[src/rtl/irq_concentrator.sv]
module irq_concentrator (
  input  logic        clk,
  input  logic        rst_n,
  input  logic [63:0] irq_in,
  input  logic        reg_wr,
  input  logic        reg_rd,
  input  logic [15:0] reg_addr,
  input  logic [31:0] reg_wdata,
  output logic [31:0] reg_rdata,
  output logic [63:0] req_out
);
  localparam int N_IN   = 64;
  localparam int N_GRP  = 8;
  localparam int N_BRD  = 32;
  localparam int GRP_SZ = (N_IN - N_BRD) / N_GRP;

  localparam logic [30:0] ID_SLOT = 31'h7C0;
  localparam logic [30:0] ID_BRD  = 31'h7E0;
  localparam logic [30:0] ID_BERR = 31'h7F0;

  logic [N_GRP-1:0] grp_en, grp_en_nxt;
  logic [N_BRD-1:0] brd_en, brd_en_nxt;
  logic [N_IN-1:0]  pending, en_vec, elig;
  logic             req_valid;
  logic [5:0]       req_num, win_num;
  logic             any_elig;

  wire       data_half = reg_addr[2];
  wire       sel_gmap  = (reg_addr[15:6] == 10'h030);
  wire       sel_bmap  = (reg_addr[15:8] == 8'h10);
  wire       sel_berr  = (reg_addr[15:4] == 12'h110);
  wire       sel_gclr  = (reg_addr[15:8] == 8'h14);
  wire       sel_bclr  = (reg_addr[15:8] == 8'h18);
  wire       wr_ok     = reg_wr & data_half;
  wire [2:0] gmap_idx  = reg_addr[5:3];
  wire [4:0] bmap_idx  = reg_addr[7:3];
  wire [2:0] gclr_idx  = reg_addr[7:5];

  always_comb begin
    grp_en_nxt = grp_en;
    brd_en_nxt = brd_en;
    if (wr_ok && sel_gmap) grp_en_nxt[gmap_idx] = reg_wdata[31];
    if (wr_ok && sel_bmap) brd_en_nxt[bmap_idx] = reg_wdata[31];
  end

  always_comb begin
    for (int i = 0; i < N_IN - N_BRD; i++) en_vec[i] = grp_en_nxt[i / GRP_SZ];
    for (int j = 0; j < N_BRD; j++) en_vec[N_IN - N_BRD + j] = brd_en_nxt[j];
  end

  assign elig     = pending & en_vec;
  assign any_elig = |elig;

  always_comb begin
    win_num = '0;
    for (int k = N_IN - 1; k >= 0; k--)
      if (elig[k]) win_num = 6'(k);
  end

  wire req_is_slot = ~req_num[5];
  wire ack_hit = req_valid & wr_ok &
                 ((sel_gclr & req_is_slot & (req_num[4:2] == gclr_idx)) |
                  (sel_bclr & ~req_is_slot & (req_num[4:0] == bmap_idx)));
  wire drop_hit = req_valid & wr_ok & ~reg_wdata[31] &
                  ((sel_gmap & req_is_slot & (req_num[4:2] == gmap_idx)) |
                   (sel_bmap & ~req_is_slot & (req_num[4:0] == bmap_idx)));
  wire keep = req_valid & ~ack_hit & ~drop_hit;

  always_ff @(posedge clk or negedge rst_n) begin
    if (!rst_n) begin
      grp_en    <= '0;
      brd_en    <= '0;
      pending   <= '0;
      req_valid <= 1'b0;
      req_num   <= '0;
    end else begin
      grp_en  <= grp_en_nxt;
      brd_en  <= brd_en_nxt;
      pending <= irq_in;
      if (!keep) begin
        req_valid <= any_elig;
        req_num   <= any_elig ? win_num : '0;
      end
    end
  end

  assign req_out = req_valid ? (64'd1 << req_num) : '0;

  logic [31:0] rd_val;
  always_comb begin
    rd_val = '0;
    if (data_half) begin
      if (sel_gmap)      rd_val = {grp_en[gmap_idx], ID_SLOT + {26'd0, gmap_idx, 2'b00}};
      else if (sel_bmap) rd_val = {brd_en[bmap_idx], ID_BRD + {26'd0, bmap_idx}};
      else if (sel_berr && !reg_addr[3] || sel_berr && reg_addr[3]) rd_val = {1'b0, ID_BERR};
    end
  end

  always_ff @(posedge clk or negedge rst_n) begin
    if (!rst_n)      reg_rdata <= '0;
    else if (reg_rd) reg_rdata <= rd_val;
  end
endmodule

[config.mk]
export PLATFORM = sky130hd
export DESIGN_NAME = irq_concentrator
export DESIGN_NICKNAME = d
export VERILOG_FILES = /design/src/rtl/irq_concentrator.sv
export SDC_FILE = /design/constraint.sdc
export NUM_CORES = 1
export LEC_CHECK = 0
export CAP_MARGIN = 0
export CORE_ASPECT_RATIO = 0.9
export CORE_MARGIN = 2
export CORE_UTILIZATION = 33
export DETAILED_ROUTE_END_ITERATION = 12
export GPL_ROUTABILITY_DRIVEN = 0
export SYNTH_ARGS = -nofsm -noshare
export SYNTH_HDL_FRONTEND = slang
export SYNTH_SLANG_ARGS = --single-unit
[constraint.sdc]
create_clock -name clk -period 3.3 [get_ports clk]
set_input_delay 0.66 -clock clk [delete_from_list [all_inputs] [get_ports clk]]
set_output_delay 0.66 -clock clk [all_outputs]
set_load 0.03 [all_outputs]
# Word-level counts from Yosys, hierarchy flattened
# Cells that the tools add are included.
# totals
wordCells	134
ff_bits	143
# op_classes
bitwise	22
addsub	2
n_shift	1
magnitude_cmp	4
reduce_logical	9
eq_ne	8
muxes	82
# op_table
operator	count
$mux W6	65
$mux W32	4
$and A64 B64 Y64	1
$mux W64	1
$reduce_or A64 Y1	1
$shl A1 B6 Y64 const A	1
$bwmux W32	1
$add A11 B5 Y12 const A	2
$eq A8 B5 Y1 const B	3
$and A1 B1 Y1	15
$eq A12 B9 Y1 const B	1
$mux W11	1
$eq A10 B6 Y1 const B	1
$bwmux W8	1
$mux W8	1
$eq A3 B3 Y1	2
$logic_and A1 B1 Y1	6
$lt A5 B6 Y1 const B	1
$bmux W1 S5	1
$demux W1 S5	1
$eq A5 B5 Y1	1
$ge A5 B1 Y1 const B	1
$lt A3 B4 Y1 const B	1
$mux W1	4
other kinds (7)	11

# Longest topological paths before layout
# Gate-level depths: netlist of run 1.
# logic_depth
depth_word	72
ltp_mapped	13
ltp_nobuf	10

# Worst setup path before layout of run 1
# No wires, ideal clock.
# synth_timing
kind	in2reg
from	input port reg_addr[13]
to	register req_num[3]
n_path_buf	2
setup_ns	0.121
required_ns	3.179
slack_ns	-0.235
path_stages	11
arrival_ns	3.414
path_cell_list	or4_4 -> buf_2 -> buf_4 -> nor4_1 -> mux2_2 -> a21oi_1 -> nand4_1 -> nor4_4 -> a221oi_2 -> nor2b_1 -> a22o_1
# synth_rtl
element	line	rtl
start, declared	7	input logic [15:0] reg_addr,
$eq A8 B5 Y1 *	30	wire sel_bmap = (reg_addr[15:8] == 8'h10);
$logic_and A1 B1 Y1 *	43	if (wr_ok && sel_bmap) brd_en_nxt[bmap_idx] = reg_wdata[31];
$mux W32 *	43	
named net brd_en_nxt[20]	22	logic [N_BRD-1:0] brd_en, brd_en_nxt;
$and A64 B64 Y64 *	51	assign elig = pending & en_vec;
$mux W6 (53 in series)	57	if (elig[k]) win_num = 6'(k);
$mux W6 *	82	req_num <= any_elig ? win_num : '0;
end signal, assigned	82	
end, declared	25	logic [5:0] req_num, win_num;
# Mark *: on every way through the listed nets, which the timed path passes. The rest lies on a longest branch.
# A chain may end at the register's enable or synchronous reset.

# Final worst setup path of run 1
# layout_timing
from	input port reg_addr[11]
to	register req_num[0]
# layout_via
elab_chain_cells	69
# layout_lines
element	line
$eq A8 B5 Y1	30
$logic_and A1 B1 Y1	43
$mux W32	43
$and A64 B64 Y64	51
$mux W6 (64 in series)	57
$mux W6	82
# Parallel ways exist; a longest one is shown, timed or not.

==> impl_metrics.csv, run 1 <==
group,metric,value,unit
run_status,status,"finished, violations left",
run_status,violated_checks,"setup timing",
synthesis,count_of_state_elements_after_synthesis,119,
sta,fmax,0.302,GHz
clock_tree,cts.reportedPaths.clkPinSlew,0.06,ns
final_layout,post-route-cell-area,12200,um2
sta,finClkSkew,0.0101,ns
power,total_design_power,0.00394,W
route,drt-total-wl,26100,um
global_routing,gr-usage-met2,36.8,%
sta,max_slew.worst_pin.slew,0.925,ns
sta,min_clock_period_post_route,3.31,ns
critical_path,crit_path_category,"in -> reg",
sta,timing.slew.headroom,37.7,%
power,ir_drop,0.330,mV
floorplanning,die-area,23000,um2
floorplanning,num_rows,51,
clock_tree,cts.htree.levels,4,
global_routing,first_global_vias,7339,
sta,hold_violations,0,
sta,fraction_of_the_cycle_the_final_worst_path_needs,100,%
global_routing,global_route_wire_length_before_repair,40100,um
final_layout,most-common-layout-cells,"213 x sky130_fd_sc_hd__buf_4, 134 x sky130_fd_sc_hd__clkdlybuf4s50_1, 119 x sky130_fd_sc_hd__dfrtp_1",
floorplanning,floorplan.io_pins,212,
synthesis,synth_enable_flop_cells,0,
synthesis,synthesis.area_per_instance,9.32,um2
floorplanning,effective_utilization_at_floorplan,33.5,%
sta,report.final.setup_viol,1,
floorplanning,die_h,144,um
place,dp_cells,1361,
global_routing,grt.busiest_layer,"met2",
final_layout,most_frequent_standard_cell_in_the_layout_excluding_fill_and_tap_cells,"sky130_fd_sc_hd__buf_4",
synthesis,yosys-top-cells-area,"sky130_fd_sc_hd__dfrtp_1 41%, sky130_fd_sc_hd__mux2_2 5.6%, sky130_fd_sc_hd__nor2_1 5.5%",
final_layout,drive_above_1_share,38.6,%
critical_path,cp.required,3.61,ns
run,maxCapViolations,0,
synthesis,ys.warnings.count,0,
global_routing,grt_util_met1,29.2,%
sta,slew_violations,0,
synthesis,ys.flop_type,"sky130_fd_sc_hd__dfrtp_1",
synthesis,asyncSetResetFlopFracSynth,100,%
final_layout,fin_nets,1246,
final_layout,fillers,1819,
critical_path,cell_with_the_most_instances_on_the_worst_path,"sky130_fd_sc_hd__buf_4",
clock_tree,cts_hold_repair.buffers,0,
floorplanning,horiz_die_dim,160,um
synthesis,mapped_area,7200,um2
clock_tree,number_of_buffers_inserted_during_clock_tree_synthesis,17,
route,ant_nets,0,
critical_path,path_buf_inv,5,
critical_path,worstPathMaxFanout,6,
worst_hold_path,hold_path.class,"in -> async",
route,number_of_optimization_iterations_in_the_first_detailed_route_pass,5,
critical_path,cp_endpoint_kind,"flop",
place,place_hpwl,19000,um
synthesis,synth.lib_cells_used.distinct,78,
critical_path,worst_ep_arrival_time,3.62,ns
synthesis,yosys.area.top_type_share,41.3,%
clock_tree,worstSkewPairLatency,0.43,ns
place,worst_slack_at_placement,-0.921,ns
clock_tree,clock_tree_from_tritoncts,"yes",
sta,post-route-worst-setup-slack,-0.0120,ns
critical_path,worst_setup_path_start_kind,"primary input",
sta,grt_setup_unrepaired,"yes",
global_routing,globalRoute.totalOverflow,0,
route,drt_drc_violations_left,0,
critical_path,worst_path_max_delay_cell,"sky130_fd_sc_hd__or4b_4",
critical_path,critical_path.top_delay_family,"simple AND/OR/NAND/NOR gates",
place,io_buffer_count,158,
route,viasPerCell,5.32,
global_routing,grtUsageMet3,4.59,%
critical_path,cp_cell_sequence,"buf_4 > or4b_4 > buf_6 > buf_4 > nor4_4 > buf_4 > mux2_4 > o211ai_1 > buf_4 > nor2_4 > a211oi_2 > o211ai_1 > nand4_1 > a22oi_2",
synthesis,synth.yosys.seq_area_share,41.3,%
final_layout,n_antenna_cell,0,
power,total_leakage_power,5.46,nW
route,detail_route.iter0.violations,654,
floorplanning,fp.coreArea,21500,um2
power,power_density,324,nW/um2
critical_path,timing.critical_path.slowest_cell_delay,0.60,ns
synthesis,syn_inst,773,
global_routing,total_routing_usage_reported_by_global_routing,22.4,%
clock_tree,tritoncts_num_sinks,119,
final_layout,area_growth,68.9,%
final_layout,layout.cells.non_filler,1434,
synthesis,cell_type_contributing_the_most_total_cell_area_after_synthesis,"sky130_fd_sc_hd__dfrtp_1",
clock_tree,ctsRootBufferMaster,"sky130_fd_sc_hd__clkbuf_16",
route,routedWlPerCell,18.2,um
route,route.vias.total,7636,
clock_tree,clock_tree.buffer_depth,2,
place,dpl-instance-area,10400,um2
global_routing,grt_max_degree,46,
global_routing,initial_antenna_violation_count,0,
## sequential cells by signal, summed over array words and instances (netlist names)
register   cells
reg_rdata      8
req_num        6
req_valid      1
grp_en         8
pending       64
brd_en        32
## per-stage QoR
stage / util, % / setup TNS [ns] / hold slack (ns)
after detailed placement: 48.2 / -5.40 / 0.511
final: 56.6 / -0.0120 / 0.240
after global placement: 48.2 / -5.24 / 0.492
after floorplan: - / -0.264 / 0.364
after global routing: 56.6 / -0.101 / 0.275
after CTS: 54.5 / 0 / 0.252
## metal layers
metal  vias to the layer above  wire length [um]  part of all wire [%]
li1                       3508                 -                     -
met4                         0               914                   3.5
met1                      3721             11000                    42
met5                         -                 0                     0
met3                        57              1930                   7.4
met2                       350             12200                    47
## cells by family after synthesis
kind of cell | share of synthesized area [%]
mux | 12.3
buf+inv | 6.76
xor+xnor | 0.973
flops | 41.3
compound gates | 13.1
other cells | 0.0521
simple gates | 25.4
## timing repair
| item | in CTS | in global routing |
|---|---|---|
| resized for setup | 118 | 97 |
| setup buffers | 23 | 16 |
| pin swaps | 44 | 37 |
| setup endpoints to repair | 7 | 14 |
| cloned | 3 | 0 |
| endpoints found under the hold margin | 0 | 0 |
## layout make-up
type / instances / area [um2] / area share (%)
multi-input cells: 574 / 4630 / 38.1
repair buffers: 389 / 3460 / 28.5
flip-flops and latches: 119 / 2980 / 24.5
clock buffers: 20 / 447 / 3.67
well taps: 291 / 364 / 2.99
clock inverters: 12 / 176 / 1.45
inverters: 29 / 109 / 0.895
## synth_stat cells (12+ instances only)
cell type	instances
sky130_fd_sc_hd__dfrtp_1	119
sky130_fd_sc_hd__nor2_1	105
sky130_fd_sc_hd__nand2_1	74
sky130_fd_sc_hd__mux2_2	36
sky130_fd_sc_hd__a21oi_1	33
sky130_fd_sc_hd__clkbuf_1	31
sky130_fd_sc_hd__nor4_1	31
sky130_fd_sc_hd__buf_4	27
sky130_fd_sc_hd__inv_1	25
sky130_fd_sc_hd__o21ai_0	22
sky130_fd_sc_hd__mux2i_1	21
sky130_fd_sc_hd__nand3_1	17
sky130_fd_sc_hd__nand4_1	17
sky130_fd_sc_hd__nor3_1	15
sky130_fd_sc_hd__mux4_2	12
## power by group
group,switching (W),internal [W]
Clock,0.000701,0.00128
Combinational,0.000224,0.000199
Sequential,0.0000400,0.00150
## path summary, 6_finish.rpt
path | from | endpoint | slack (ns) | cells past startpoint
min in group clk | brd_en[13]$_DFF_PN0_ | brd_en[13]$_DFF_PN0_ | 0.52 | 2
worst min register to register | brd_en[13]$_DFF_PN0_ | brd_en[13]$_DFF_PN0_ | 0.52 | 2
worst min-delay path | rst_n | brd_en[15]$_DFF_PN0_ | 0.24 | 1
worst max-delay path | reg_addr[11] | req_num[0]$_DFFE_PN0N_ | -0.01 | 14
worst max register to register | pending[1]$_DFF_PN0_ | req_num[0]$_DFFE_PN0N_ | 0.84 | 7
max in group asynchronous | rst_n | pending[23]$_DFF_PN0_ | 2.34 | 2
Note: power is estimated with default switching activity, not from simulation.
==> run 2, diff against run 1 <==
Settings changed: ABC_CLOCK_PERIOD_IN_PS from default to 3300, REMOVE_ABC_BUFFERS from default to 1.
==> impl_metrics.csv, run 2 (synthesis gave the netlist of run 1 again) <==
group,metric,value,unit
run_status,status,"finished, violations left",
run_status,violated_checks,"setup timing",
floorplanning,fp.coreArea,21500,um2
power,ir_drop,0.339,mV
critical_path,timing.critical_path.slowest_cell_delay,0.60,ns
final_layout,most_frequent_standard_cell_in_the_layout_excluding_fill_and_tap_cells,"sky130_fd_sc_hd__buf_4",
sta,grt_setup_unrepaired,"yes",
critical_path,cp_endpoint_kind,"flop",
route,detail_route.iter0.violations,566,
route,viasPerCell,5.27,
route,ant_nets,0,
place,worst_slack_at_placement,-0.851,ns
critical_path,worst_ep_arrival_time,3.69,ns
final_layout,largest_registers,"pending x64, brd_en x32",
clock_tree,tritoncts_num_sinks,119,
floorplanning,num_rows,51,
clock_tree,clock_tree.buffer_depth,2,
critical_path,worst_setup_path_start_kind,"primary input",
sta,slew_violations,0,
route,number_of_optimization_iterations_in_the_first_detailed_route_pass,5,
power,total_leakage_power,5.08,nW
sta,report.final.setup_viol,1,
route,top_layer_used,"met4",
sta,finClkSkew,0.00488,ns
critical_path,cp_cell_sequence,"buf_6 > or4_4 > bufbuf_16 > nor4_1 > buf_4 > mux2i_2 > o211ai_1 > nor2_1 > o221ai_2 > o31ai_1 > buf_4 > nand4_1 > a22oi_1",
final_layout,drive_above_1_share,36.0,%
clock_tree,cts.htree.levels,4,
floorplanning,die_h,144,um
place,io_buffer_count,158,
sta,post-route-worst-setup-slack,-0.0454,ns
final_layout,most-common-layout-cells,"185 x sky130_fd_sc_hd__buf_4, 142 x sky130_fd_sc_hd__clkdlybuf4s50_1, 119 x sky130_fd_sc_hd__dfrtp_1",
sta,hold_violations,0,
run,maxCapViolations,0,
final_layout,largest_reg_flops,64,
global_routing,first_global_vias,7360,
sta,fraction_of_the_cycle_the_final_worst_path_needs,101,%
clock_tree,worstSkewPairLatency,0.43,ns
final_layout,top_register,"pending",
critical_path,cell_with_the_most_instances_on_the_worst_path,"sky130_fd_sc_hd__buf_4",
critical_path,timing.reg2reg.setup_slack,0.78,ns
route,route.vias.total,7425,
critical_path,regToRegEndpoint,"req_num[0]$_DFFE_PN0N_",
route,routedWlPerCell,18.3,um
clock_tree,cts_hold_repair.buffers,0,
floorplanning,horiz_die_dim,160,um
route,drt-total-wl,25800,um
global_routing,grt_max_degree,81,
critical_path,cp.required,3.64,ns
clock_tree,number_of_buffers_inserted_during_clock_tree_synthesis,17,
final_layout,area_growth,63.2,%
global_routing,global_route_wire_length_before_repair,39900,um
final_layout,fin_nets,1221,
critical_path,worst_path_max_delay_cell,"sky130_fd_sc_hd__or4_4",
final_layout,n_antenna_cell,0,
clock_tree,ctsRootBufferMaster,"sky130_fd_sc_hd__clkbuf_16",
critical_path,crit_path_category,"in -> reg",
sta,timing.slew.headroom,40.8,%
worst_hold_path,hold_path.class,"in -> async",
floorplanning,effective_utilization_at_floorplan,33.5,%
global_routing,globalRoute.totalOverflow,0,
global_routing,total_routing_usage_reported_by_global_routing,22.3,%
route,route.met3.wl,1870,um
critical_path,worst_r2r_path_depth,7,
critical_path,critical_path.endpoint,"req_num[0]$_DFFE_PN0N_",
place,place_hpwl,18900,um
critical_path,r2r-start,"pending[1]$_DFF_PN0_",
sta,min_clock_period_post_route,3.35,ns
power,power_density,314,nW/um2
route,wl_met2,12000,um
floorplanning,floorplan.io_pins,212,
clock_tree,cts.reportedPaths.clkPinSlew,0.06,ns
clock_tree,clock_tree_from_tritoncts,"yes",
critical_path,critical_path.startpoint,"reg_addr[15]",
global_routing,initial_antenna_violation_count,0,
route,route.layer.met1.wl,11300,um
sta,max_slew.worst_pin.slew,0.880,ns
critical_path,worstPathMaxFanout,5,
final_layout,final_core_util,54.7,%
route,drt_drc_violations_left,0,
floorplanning,die-area,23000,um2
sta,fmax,0.299,GHz
## run 2: worst min-delay path by stage
| stage | from | cells after the start | to |
|---|---|---|---|
| 2_1_floorplan | rst_n | 0 | brd_en[0]$_DFF_PN0_ |
| 3_3_place_gp | reg_rdata[1]$_DFFE_PN0P_ | 2 | reg_rdata[1]$_DFFE_PN0P_ |
| 3_5_place_dp | reg_rdata[2]$_DFFE_PN0P_ | 2 | reg_rdata[2]$_DFFE_PN0P_ |
| 4_1_cts | rst_n | 1 | brd_en[2]$_DFF_PN0_ |
| 5_1_grt | rst_n | 1 | brd_en[2]$_DFF_PN0_ |
| 6_report | rst_n | 1 | brd_en[2]$_DFF_PN0_ |
## run 2: area by class of cell
type	instances	area, um2
Fill cell	1885	9750
Multi-Input combinational cell	574	4540
Timing Repair Buffer	364	3230
Sequential cell	119	2980
Clock buffer	23	458
Tap cell	291	364
Inverter	29	109
Clock inverter	9	77.6
## run 2: routing by layer
layer	vias up	GRT usage, %
met5	-	0
met4	0	7.61
met3	48	5.10
met2	328	37.2
met1	3584	28.7
li1	3465	-
## run 2: critical path, delay by kind of cell
family / cells / cell delay (ns)
AND/OR/NAND/NOR: 4 / 1.27
AO/OA/AOI/OAI: 4 / 0.76
buffers and inverters: 4 / 0.74
multiplexers: 1 / 0.26
## run 2: per-stage QoR
| stage | hold WS, ns | TNS, ns | power, W | cells | cell area [um2] |
|---|---|---|---|---|---|
| 2_1_floorplan | 0.364 | -1.49 | 0.00166 | 722 | 6900 |
| 3_3_place_gp | 0.510 | -5.34 | 0.00193 | 1350 | 10200 |
| 3_5_place_dp | 0.522 | -5.35 | 0.00193 | 1350 | 10200 |
| 4_1_cts | 0.229 | 0 | 0.00369 | 1401 | 11300 |
| 5_1_grt | 0.261 | -0.266 | 0.00382 | 1409 | 11800 |
| 6_report | 0.222 | -0.0454 | 0.00369 | 1409 | 11800 |
## run 2: repair_timing
action	4_1_cts	5_1_grt
resized for setup	112	89
gates cloned	2	0
endpoints found under the hold margin	0	0
endpoints found under the setup margin	7	7
pin swaps	32	41
buffers inserted	17	10
## run 2: power by group
part	switching, W	internal [W]	leakage [nW]
Clock	0.000682	0.00105	0.257
Sequential	0.0000383	0.00150	1.51
Combinational	0.000222	0.000197	3.32
==> run 3, diff against run 2 <==
Settings changed: ABC_CLOCK_PERIOD_IN_PS 3300 to default.
==> results of run 3 <==
Same layout as run 2: the final DEF is identical, and so are final timing and power.
